**src/rtl/fcd_pkg.sv**
```systemverilog
package fcd_pkg;
  typedef struct packed {
    logic ldFirst;
    logic ldSecond;
    logic fire;
    logic dbl;
    logic setErr;
    logic clrErr;
  } fcdStrobe_t;
endpackage

```
**src/rtl/fcd_ctrl.sv**
```systemverilog
module fcd_ctrl
  import fcd_pkg::*;
#(
  parameter int ADDR_W = 12
) (
  input  logic              clk,
  input  logic              rstN,
  input  logic              wrEn,
  input  logic [ADDR_W-1:0] wrAddr,
  input  logic [7:0]        cmd,
  input  logic              vppOk,
  input  logic              busy,
  input  logic              pairOk,
  output fcdStrobe_t        stb,
  output logic              inBypass
);
  typedef enum logic [2:0] {
    S_READ, S_UNL1, S_UNL2, S_BYP, S_BEX, S_PGA, S_DWA, S_DWB
  } state_t;

  localparam logic [10:0] ADDR_A = 11'h555;
  localparam logic [10:0] ADDR_B = 11'h2AA;

  state_t state, nxt;
  logic   byp, nxtByp;
  logic   atA, atB;
  state_t home;

  assign atA  = (wrAddr[10:0] == ADDR_A);
  assign atB  = (wrAddr[10:0] == ADDR_B);
  assign home = byp ? S_BYP : S_READ;

  always_comb begin
    nxt    = state;
    nxtByp = byp;
    stb    = '0;
    if (wrEn && !busy) begin
      case (state)
        S_READ: begin
          if (atA && cmd == 8'hAA) nxt = S_UNL1;
          else if (cmd == 8'hF0)   stb.clrErr = 1'b1;
        end
        S_UNL1: nxt = (atB && cmd == 8'h55) ? S_UNL2 : S_READ;
        S_UNL2: begin
          nxt = S_READ;
          if (atA) begin
            case (cmd)
              8'hA0: nxt = S_PGA;
              8'h40: if (vppOk) nxt = S_DWA; else stb.setErr = 1'b1;
              8'h20: begin nxt = S_BYP; nxtByp = 1'b1; end
              default: nxt = S_READ;
            endcase
          end
        end
        S_BYP: begin
          case (cmd)
            8'hA0: nxt = S_PGA;
            8'h40: if (vppOk) nxt = S_DWA; else stb.setErr = 1'b1;
            8'h90: nxt = S_BEX;
            default: nxt = S_BYP;
          endcase
        end
        S_BEX: begin
          if (cmd == 8'h00) begin nxt = S_READ; nxtByp = 1'b0; end
          else nxt = S_BYP;
        end
        S_PGA: begin
          stb.ldFirst = 1'b1;
          stb.fire    = 1'b1;
          stb.clrErr  = 1'b1;
          nxt         = home;
        end
        S_DWA: begin
          stb.ldFirst = 1'b1;
          nxt         = S_DWB;
        end
        S_DWB: begin
          if (pairOk && vppOk) begin
            stb.ldSecond = 1'b1;
            stb.fire     = 1'b1;
            stb.dbl      = 1'b1;
            stb.clrErr   = 1'b1;
          end else begin
            stb.setErr = 1'b1;
          end
          nxt = home;
        end
        default: nxt = S_READ;
      endcase
    end
  end

  always_ff @(posedge clk) begin
    if (!rstN) begin
      state <= S_READ;
      byp   <= 1'b0;
    end else begin
      state <= nxt;
      byp   <= nxtByp;
    end
  end

  assign inBypass = byp;

  // a write during a busy operation leaves the sequencer where it was
  a_r8_busy_holds: assert property (@(posedge clk) disable iff (!rstN)
    (busy && wrEn) |=> (state == $past(state)));
  // bypass is only left through the exit state
  a_r5_bypass_kept: assert property (@(posedge clk) disable iff (!rstN)
    (byp && state != S_BEX) |=> byp);
  // entering bypass happens only from the third unlocked cycle
  a_r4_bypass_entry: assert property (@(posedge clk) disable iff (!rstN)
    $rose(byp) |-> ($past(state) == S_UNL2));
endmodule

```
**src/rtl/fcd_dpath.sv**
```systemverilog
module fcd_dpath
  import fcd_pkg::*;
#(
  parameter int ADDR_W = 12,
  parameter int DATA_W = 16
) (
  input  logic              clk,
  input  logic              rstN,
  input  fcdStrobe_t        stb,
  input  logic [ADDR_W-1:0] wrAddr,
  input  logic [DATA_W-1:0] wrData,
  input  logic              rdEn,
  input  logic [ADDR_W-1:0] rdAddr,
  input  logic              pecDone,
  output logic              pairOk,
  output logic              busy,
  output logic              progReq,
  output logic              progDouble,
  output logic [ADDR_W-1:0] progAddr,
  output logic [DATA_W-1:0] progData,
  output logic [ADDR_W-1:0] progAddr2,
  output logic [DATA_W-1:0] progData2,
  output logic              statusSel,
  output logic [DATA_W-1:0] statusWord
);
  localparam int BANK_BIT = 11;

  logic err, toggle, bank;

  assign pairOk    = (wrAddr[ADDR_W-1:1] == progAddr[ADDR_W-1:1]);
  assign statusSel = (busy || err) && (rdAddr[BANK_BIT] == bank);

  always_comb begin
    statusWord    = '0;
    statusWord[7] = ~busy;
    statusWord[6] = toggle;
    statusWord[5] = err;
  end

  always_ff @(posedge clk) begin
    if (!rstN) begin
      progAddr   <= '0;
      progData   <= '0;
      progAddr2  <= '0;
      progData2  <= '0;
      progReq    <= 1'b0;
      progDouble <= 1'b0;
      busy       <= 1'b0;
      err        <= 1'b0;
      toggle     <= 1'b0;
      bank       <= 1'b0;
    end else begin
      progReq <= stb.fire;
      if (stb.ldFirst) begin
        progAddr <= wrAddr;
        progData <= wrData;
      end
      if (stb.ldSecond) begin
        progAddr2 <= wrAddr;
        progData2 <= wrData;
      end
      if (stb.fire) begin
        progDouble <= stb.dbl;
        busy       <= 1'b1;
        toggle     <= 1'b0;
      end else if (pecDone) begin
        busy <= 1'b0;
      end else if (rdEn && statusSel && busy) begin
        toggle <= ~toggle;
      end
      if (stb.fire || stb.setErr) bank <= wrAddr[BANK_BIT];
      if (stb.setErr)      err <= 1'b1;
      else if (stb.clrErr) err <= 1'b0;
    end
  end

  // a request lasts a single cycle
  a_r2_req_pulse: assert property (@(posedge clk) disable iff (!rstN)
    progReq |=> !progReq);
  // a request always comes with the busy state
  a_r8_busy_on_req: assert property (@(posedge clk) disable iff (!rstN)
    progReq |-> busy);
  // a double request always carries an adjacent pair
  a_r6_pair: assert property (@(posedge clk) disable iff (!rstN)
    (progReq && progDouble) |-> (progAddr2[ADDR_W-1:1] == progAddr[ADDR_W-1:1]));
  // an abort never coincides with a request
  a_r7_abort_no_req: assert property (@(posedge clk) disable iff (!rstN)
    $rose(err) |-> !progReq);
  // status is selected only while busy or in error
  a_r8_status_sel: assert property (@(posedge clk) disable iff (!rstN)
    statusSel |-> (busy || err));
endmodule

```
**src/rtl/flash_cmd_decoder.sv**
```systemverilog
module flash_cmd_decoder
  import fcd_pkg::*;
#(
  parameter int ADDR_W = 12,
  parameter int DATA_W = 16
) (
  input  logic              clk,
  input  logic              rstN,
  input  logic              wrEn,
  input  logic [ADDR_W-1:0] wrAddr,
  input  logic [DATA_W-1:0] wrData,
  input  logic              vppOk,
  input  logic              rdEn,
  input  logic [ADDR_W-1:0] rdAddr,
  input  logic              pecDone,
  output logic              progReq,
  output logic              progDouble,
  output logic [ADDR_W-1:0] progAddr,
  output logic [DATA_W-1:0] progData,
  output logic [ADDR_W-1:0] progAddr2,
  output logic [DATA_W-1:0] progData2,
  output logic              inBypass,
  output logic              statusSel,
  output logic [DATA_W-1:0] statusWord
);
  fcdStrobe_t stb;
  logic busy, pairOk;

  fcd_ctrl #(.ADDR_W(ADDR_W)) u_ctrl (
    .clk(clk), .rstN(rstN), .wrEn(wrEn), .wrAddr(wrAddr), .cmd(wrData[7:0]),
    .vppOk(vppOk), .busy(busy), .pairOk(pairOk), .stb(stb), .inBypass(inBypass)
  );

  fcd_dpath #(.ADDR_W(ADDR_W), .DATA_W(DATA_W)) u_dpath (
    .clk(clk), .rstN(rstN), .stb(stb), .wrAddr(wrAddr), .wrData(wrData),
    .rdEn(rdEn), .rdAddr(rdAddr), .pecDone(pecDone), .pairOk(pairOk),
    .busy(busy), .progReq(progReq), .progDouble(progDouble),
    .progAddr(progAddr), .progData(progData), .progAddr2(progAddr2),
    .progData2(progData2), .statusSel(statusSel), .statusWord(statusWord)
  );
endmodule

```
**config.mk**
```make
export PLATFORM = sky130hd
export DESIGN_NAME = flash_cmd_decoder
export DESIGN_NICKNAME = d
export VERILOG_FILES = /design/src/rtl/fcd_pkg.sv /design/src/rtl/fcd_ctrl.sv /design/src/rtl/fcd_dpath.sv /design/src/rtl/flash_cmd_decoder.sv
export SDC_FILE = /design/constraint.sdc
export NUM_CORES = 1
export LEC_CHECK = 0
export ABC_AREA = 1
export CAP_MARGIN = 20
export CELL_PAD_IN_SITES_DETAIL_PLACEMENT = 0
export CELL_PAD_IN_SITES_GLOBAL_PLACEMENT = 1
export CORE_AREA = 10 10 103 142
export DETAILED_ROUTE_END_ITERATION = 10
export DIE_AREA = 0 0 113 152
export PLACE_DENSITY_LB_ADDON = 0.08
export SETUP_SLACK_MARGIN = 0.02
export SLEW_MARGIN = 20
export SYNTH_ARGS = -nofsm -noshare
export SYNTH_HDL_FRONTEND = slang
export SYNTH_SLANG_ARGS = --single-unit
```
**constraint.sdc**
```tcl
create_clock -name clk -period 1.3 [get_ports clk]
set_input_delay 0.13 -clock clk [delete_from_list [all_inputs] [get_ports clk]]
set_output_delay 0.13 -clock clk [all_outputs]
set_load 0.02 [all_outputs]
```
**Yosys cells after proc, flatten, opt, wreduce, memory -nomap -nowiden**

Cells that the tools add are included.

- Flip-flop bits (word level): 66
- Output and inout port bits: 76

- Bitwise logic cells: 4
- Eq/ne operators: 23
- Reduce and logical (&&, ||, !) cells: 21
- Multiplexer cells: 33

Operators by type and width:

| kind | number |
|---|---|
| 8-bit == test, second input constant | 4 |
| 3-bit case mux with 7 select lines | 1 |
| 3-bit case mux with 3 select lines | 2 |
| 1-bit two-way mux | 17 |
| 8-bit by 7-bit == test with 1-bit output, second input constant | 2 |
| 3-bit two-way mux | 5 |
| 3-bit == test, second input constant | 4 |
| 11-bit by 10-bit == test with 1-bit output, second input constant | 1 |
| 11-bit == test | 1 |
| 11-bit == test, second input constant | 1 |
| 8-bit by 6-bit == test with 1-bit output, second input constant | 1 |
| 8-bit logical NOT | 1 |
| 1-bit logical AND | 7 |
| 3-bit by 2-bit == test with 1-bit output, second input constant | 2 |
| 2-bit two-way mux | 3 |
| 6-bit two-way mux | 1 |
| 2-bit by 1-bit inequality test with 1-bit output, second input constant | 3 |
| 1-bit case mux with 3 select lines | 2 |
| 2-bit nonzero test | 3 |
| 2-bit OR reduction | 3 |
| 5-bit AND reduction | 1 |
| 1-bit inverter | 4 |
| 1-bit case mux with 2 select lines | 2 |
| 3-bit by 1-bit == test with 1-bit output, second input constant | 1 |
| 8 further kinds | 9 |

**Longest topological paths before layout**

- Depth after elaboration: 7
- Gate-level depth with buffers: 13
- Mapped depth without buffers: 13

**By module**

Synthesis repeated with hierarchy kept, for this count alone.

- Cells, all modules: 454
- Area total of the unflattened synthesis: 3,124.2 um^2

Modules (own cells, without submodules):

| module | area an instance (um^2) | instances | cells an instance | sequential area each (um^2) |
|---|---|---|---|---|
| fcd_dpath | 2,418.6 | 1 | 316 | 1,241.2 |
| fcd_ctrl | 705.7 | 1 | 138 | 80.1 |

**Worst setup path after synthesis**

OpenSTA, ideal clock, no wires.

- Path type: flip-flop to flip-flop
- From: register u_dpath.progAddr[11]
- To: register u_dpath.progAddr2[0]
- Slack: -0.302 ns
- Clock period less this slack: 1.602 ns
- Data required time: 1.180 ns
- Path buffers: 2
- Arrival time: 1.482 ns
- Stages on the path, launching flop included: 12
- Cells stage by stage: dfxtp_1 -> inv_1 -> nand2_1 -> nand2_1 -> nor2_1 -> nand2_1 -> nor2_2 -> nand3_2 -> nor2_2 -> buf_6 -> buf_2 -> a21oi_1

- Cells in the longest elaborated chain, start to end: 5

RTL lines:

| element | line | source |
|---|---|---|
| start: declaration | fcd_dpath.sv:19 | `output logic [ADDR_W-1:0] progAddr,` |
| start signal: assignment | fcd_dpath.sv:55 | `progAddr <= wrAddr;` |
| 11-bit == test | fcd_dpath.sv:30 | `assign pairOk = (wrAddr[ADDR_W-1:1] == progAddr[ADDR_W-1:1]);` |
| 1-bit logical AND | fcd_ctrl.sv:78 | `if (pairOk && vppOk) begin` |
| 3-bit two-way mux | fcd_ctrl.sv:78 |  |
| 1-bit two-way mux | fcd_ctrl.sv:38 | `case (state)` |
| 6-bit two-way mux | fcd_ctrl.sv:37 | `if (wrEn && !busy) begin` |
| end signal: assignment | fcd_dpath.sv:59 | `progAddr2 <= wrAddr;` |
| end: declaration | fcd_dpath.sv:21 | `output logic [ADDR_W-1:0] progAddr2,` |

Every way passes these cells.
A chain may end at the register's enable or synchronous reset.

**Worst setup path in the final report**

- From: register u_dpath.progAddr[3]
- To: register u_dpath.progAddr2[3]

The elaborated chain is that of the path after synthesis.

==> reports/metrics.yaml <==
setup_path:
  cp_top_family: "simple AND/OR/NAND/NOR gates"
  critPathArrivalTime_ps: 1900
  cp-start-kind: "flop"
  critPathMostFrequentCell: "nand2_2"
  crit_slowest_cell: "dfxtp_4"
  critical_path_class: "reg -> reg"
  slowest_delay_ps: 370
  required_ps: 1520
  path_buf_inv: 4
  cp-end-kind: "flop"
  cp_max_fo: 6
  cp_cell_sequence: "inv_4, nand2_2, nand2_2, nor2_4, nand2_2, nor2_2, nand3_2, nor2_4, buf_12, buf_12, clkbuf_16, a21oi_2"
min_path:
  hold_class: "in -> reg"
clock_tree:
  htreeDepth: 3
  cts_tree: "built"
  cts_buffers: 9
  clk_latency_ps: 330
  numClockSinks: 66
  cts_buffer_depth: 2
  root_buffer: "clkbuf_16"
  cts.clk_slew.worst_paths_ps: 60
  ctsHoldBuffers: 0
routing:
  via_per_inst: 4.55
  drt_first_iter_violations: 121
  vias: 3782
  first_pass_iters: 4
  drc_errors: 0
  ant_nets: 0
  wl_mm: 13.7
  wl_per_cell_um: 16.5
yosys:
  yosysWarnings: 0
  synth_area_leaders: "dfxtp_1 (42%), nand2_1 (10%), a21oi_1 (8.5%), o21ai_0 (8.2%), inv_1 (6.3%)"
  ys_seq_elements: 66
  yosysSeqAreaShare: 0.417
  synth_top_cell_by_area: "dfxtp_1"
  yosys-top-cells-count: "nand2_1 (86), dfxtp_1 (66), a21oi_1 (54)"
  ys.flop_type: "dfxtp_1"
  synthArstFlopShare: 0
  netlist.area_leader.share: 0.417
  synthCells: 455
  synth_edf_count: 0
  syn_area_um2: 3170
  yosysUniqueCellTypes: 27
  synth.avg_cell_area_um2: 6.96
  yosysMostFrequentCell: "nand2_1"
timing:
  final-hold-violation-count: 0
  setup_ws_ps: -374
  clock.fmax_mhz: 597
  rsz0062_at_grt: "true"
  setup_viol: 63
  skew_ps: 6.31
  fin_crit_ps: 1670
  final.period_utilization: 1.29
  maxSlewViolCount: 0
global_routing:
  grt_pass1_vias: 3847
  grt_pass1_wl_mm: 20.4
  grt_max_degree: 43
  antenna_found_initial: 0
  grt.total_usage: 0.148
  grt.overflow.total: 0
pwr:
  p_total_w: 0.00512
  cellPowerDensity_nw_per_um2: 796
  leakage_nw: 3.02
  peakVddDrop_v: 0.000621
die:
  die_h_um: 152
  dieArea_um2: 17200
  coreArea_um2: 12100
  die_w_um: 113
  ios: 122
  rows: 48
  start_util: 0.262
layout:
  n_fill_cell: 1165
  final_area_um2: 6440
  fin_nets: 722
  drive_above_1_share: 0.484
  areaGrowthSynthToFinish_pct: 103
  multiInputGateArea_um2: 2100
  regArea_um2: 1370
flow_run:
  drv_cap: 0
placed_design:
  place_congestion: 0.845
  placed_cell_area_um2: 5040
  portBuffers: 97
  hpwl_mm: 9.32
run_status:
  violations: "negative setup slack"
  status: "complete, but fails checks"
## worst min-delay path, stage by stage
cell and delay (ps):
buf_2 150, nand2_1 80, nor2_1 30
## registers in the layout, summed over array words and instances, names as in the netlist, 3 cells and up
register and flops:
u_dpath.progData2 16, u_dpath.progAddr 12, u_ctrl.state 3, u_dpath.progAddr2 12, u_dpath.progData 16
## layer usage
layer / wire length, um / vias to the layer above / track usage / part of all wire
li1: - / 1918 / - / -
met1: 5450 / 1742 / 0.161 / 0.40
met2: 7150 / 102 / 0.262 / 0.52
met3: 792 / 20 / 0.0437 / 0.058
met4: 345 / 0 / 0.0558 / 0.025
met5: 0 / - / 0 / 0
## area by class of cell
| type | instances | share of cell area |
|---|---|---|
| multi-input combinational | 309 | 0.326 |
| clock inverter | 5 | 0.00953 |
| inverter | 60 | 0.0381 |
| tap | 150 | 0.0292 |
| clock buffer | 10 | 0.0389 |
| antenna | 1 | 0.000389 |
| timing repair buffer | 230 | 0.345 |
| sequential | 66 | 0.212 |
## what timing repair did
action | in CTS | in global routing
buffers inserted | 28 | 3
cloned | 6 | 6
endpoints found under the setup margin | 129 | 68
resized for setup | 219 | 96
pin swaps | 30 | 34
## where the power goes
| part | total (W) | switching [W] | internal, W | leakage (nW) |
|---|---|---|---|---|
| Combinational | 0.000560 | 0.000308 | 0.000252 | 2.32 |
| Sequential | 0.00200 | 0.000000000461 | 0.00200 | 0.542 |
| Clock | 0.00256 | 0.000963 | 0.00160 | 0.150 |
| Total | 0.00512 | 0.00127 | 0.00385 | 3.02 |
## stage by stage
stage	TNS (ps)	util	worst slack [ps]	hold WS, ps	std cells
6_report	-13480	0.533	-374	95.5	831
5_1_grt	-19450	0.533	-474	105	830
4_1_cts	-12820	0.491	-354	84.1	824
3_5_place_dp	-32310	0.417	-764	442	777
3_3_place_gp	-33360	0.417	-774	441	777
2_1_floorplan	-3780	-	-156	254	467
## placed cells by master (no fill, tap or decap), types with 4 or more instances in the layout
cell type        synthesis  layout
a21oi_1                 54      13
inv_1                   53      33
nand3_1                 22      16
clkdlybuf4s50_1          0      17
dfxtp_4                  0      11
dfxtp_1                 66      51
nand3_2                  1       7
buf_6                    4       8
nor2_1                  40      25
buf_12                   0       8
o21ai_1                  9      23
buf_4                   15     106
inv_4                    0       4
dfxtp_2                  0       4
nand2_2                  0      16
nor2_4                   0       9
nor2_2                   2       8
o21ai_0                 52       4
nand4_1                  8       8
nand2_1                 86      66
clkbuf_16                0      16
dlygate4sd2_1            0      73
o21ai_2                  1      26
a21oi_4                  0       6
o21ai_4                  0       9
a21oi_2                 10      45
conb_1                   1      13
buf_16                   0       5
inv_2                    7      23
## final timing paths
| check | from | endpoint | slack, ps | depth (start not counted) |
|---|---|---|---|---|
| worst min register to register | u_dpath.progDouble | u_dpath.progDouble | 480 | 2 |
| worst min-delay path | rstN | u_dpath.bank | 100 | 3 |
| worst max register to register | u_dpath.progAddr[3] | u_dpath.progAddr2[3] | -370 | 12 |
| worst max-delay path | u_dpath.progAddr[3] | u_dpath.progAddr2[3] | -370 | 12 |
## kinds of logic (layout without fill, tap and decap cells)
kind of cell | after synthesis | in the layout | share of synthesized area
simple gates | 166 | 166 | 0.221
compound gates | 129 | 129 | 0.219
buf+inv | 92 | 305 | 0.139
flops | 66 | 66 | 0.417
other cells | 1 | 14 | 0.00118
xor+xnor | 1 | 1 | 0.00277
(Power assumes the default switching activity.)
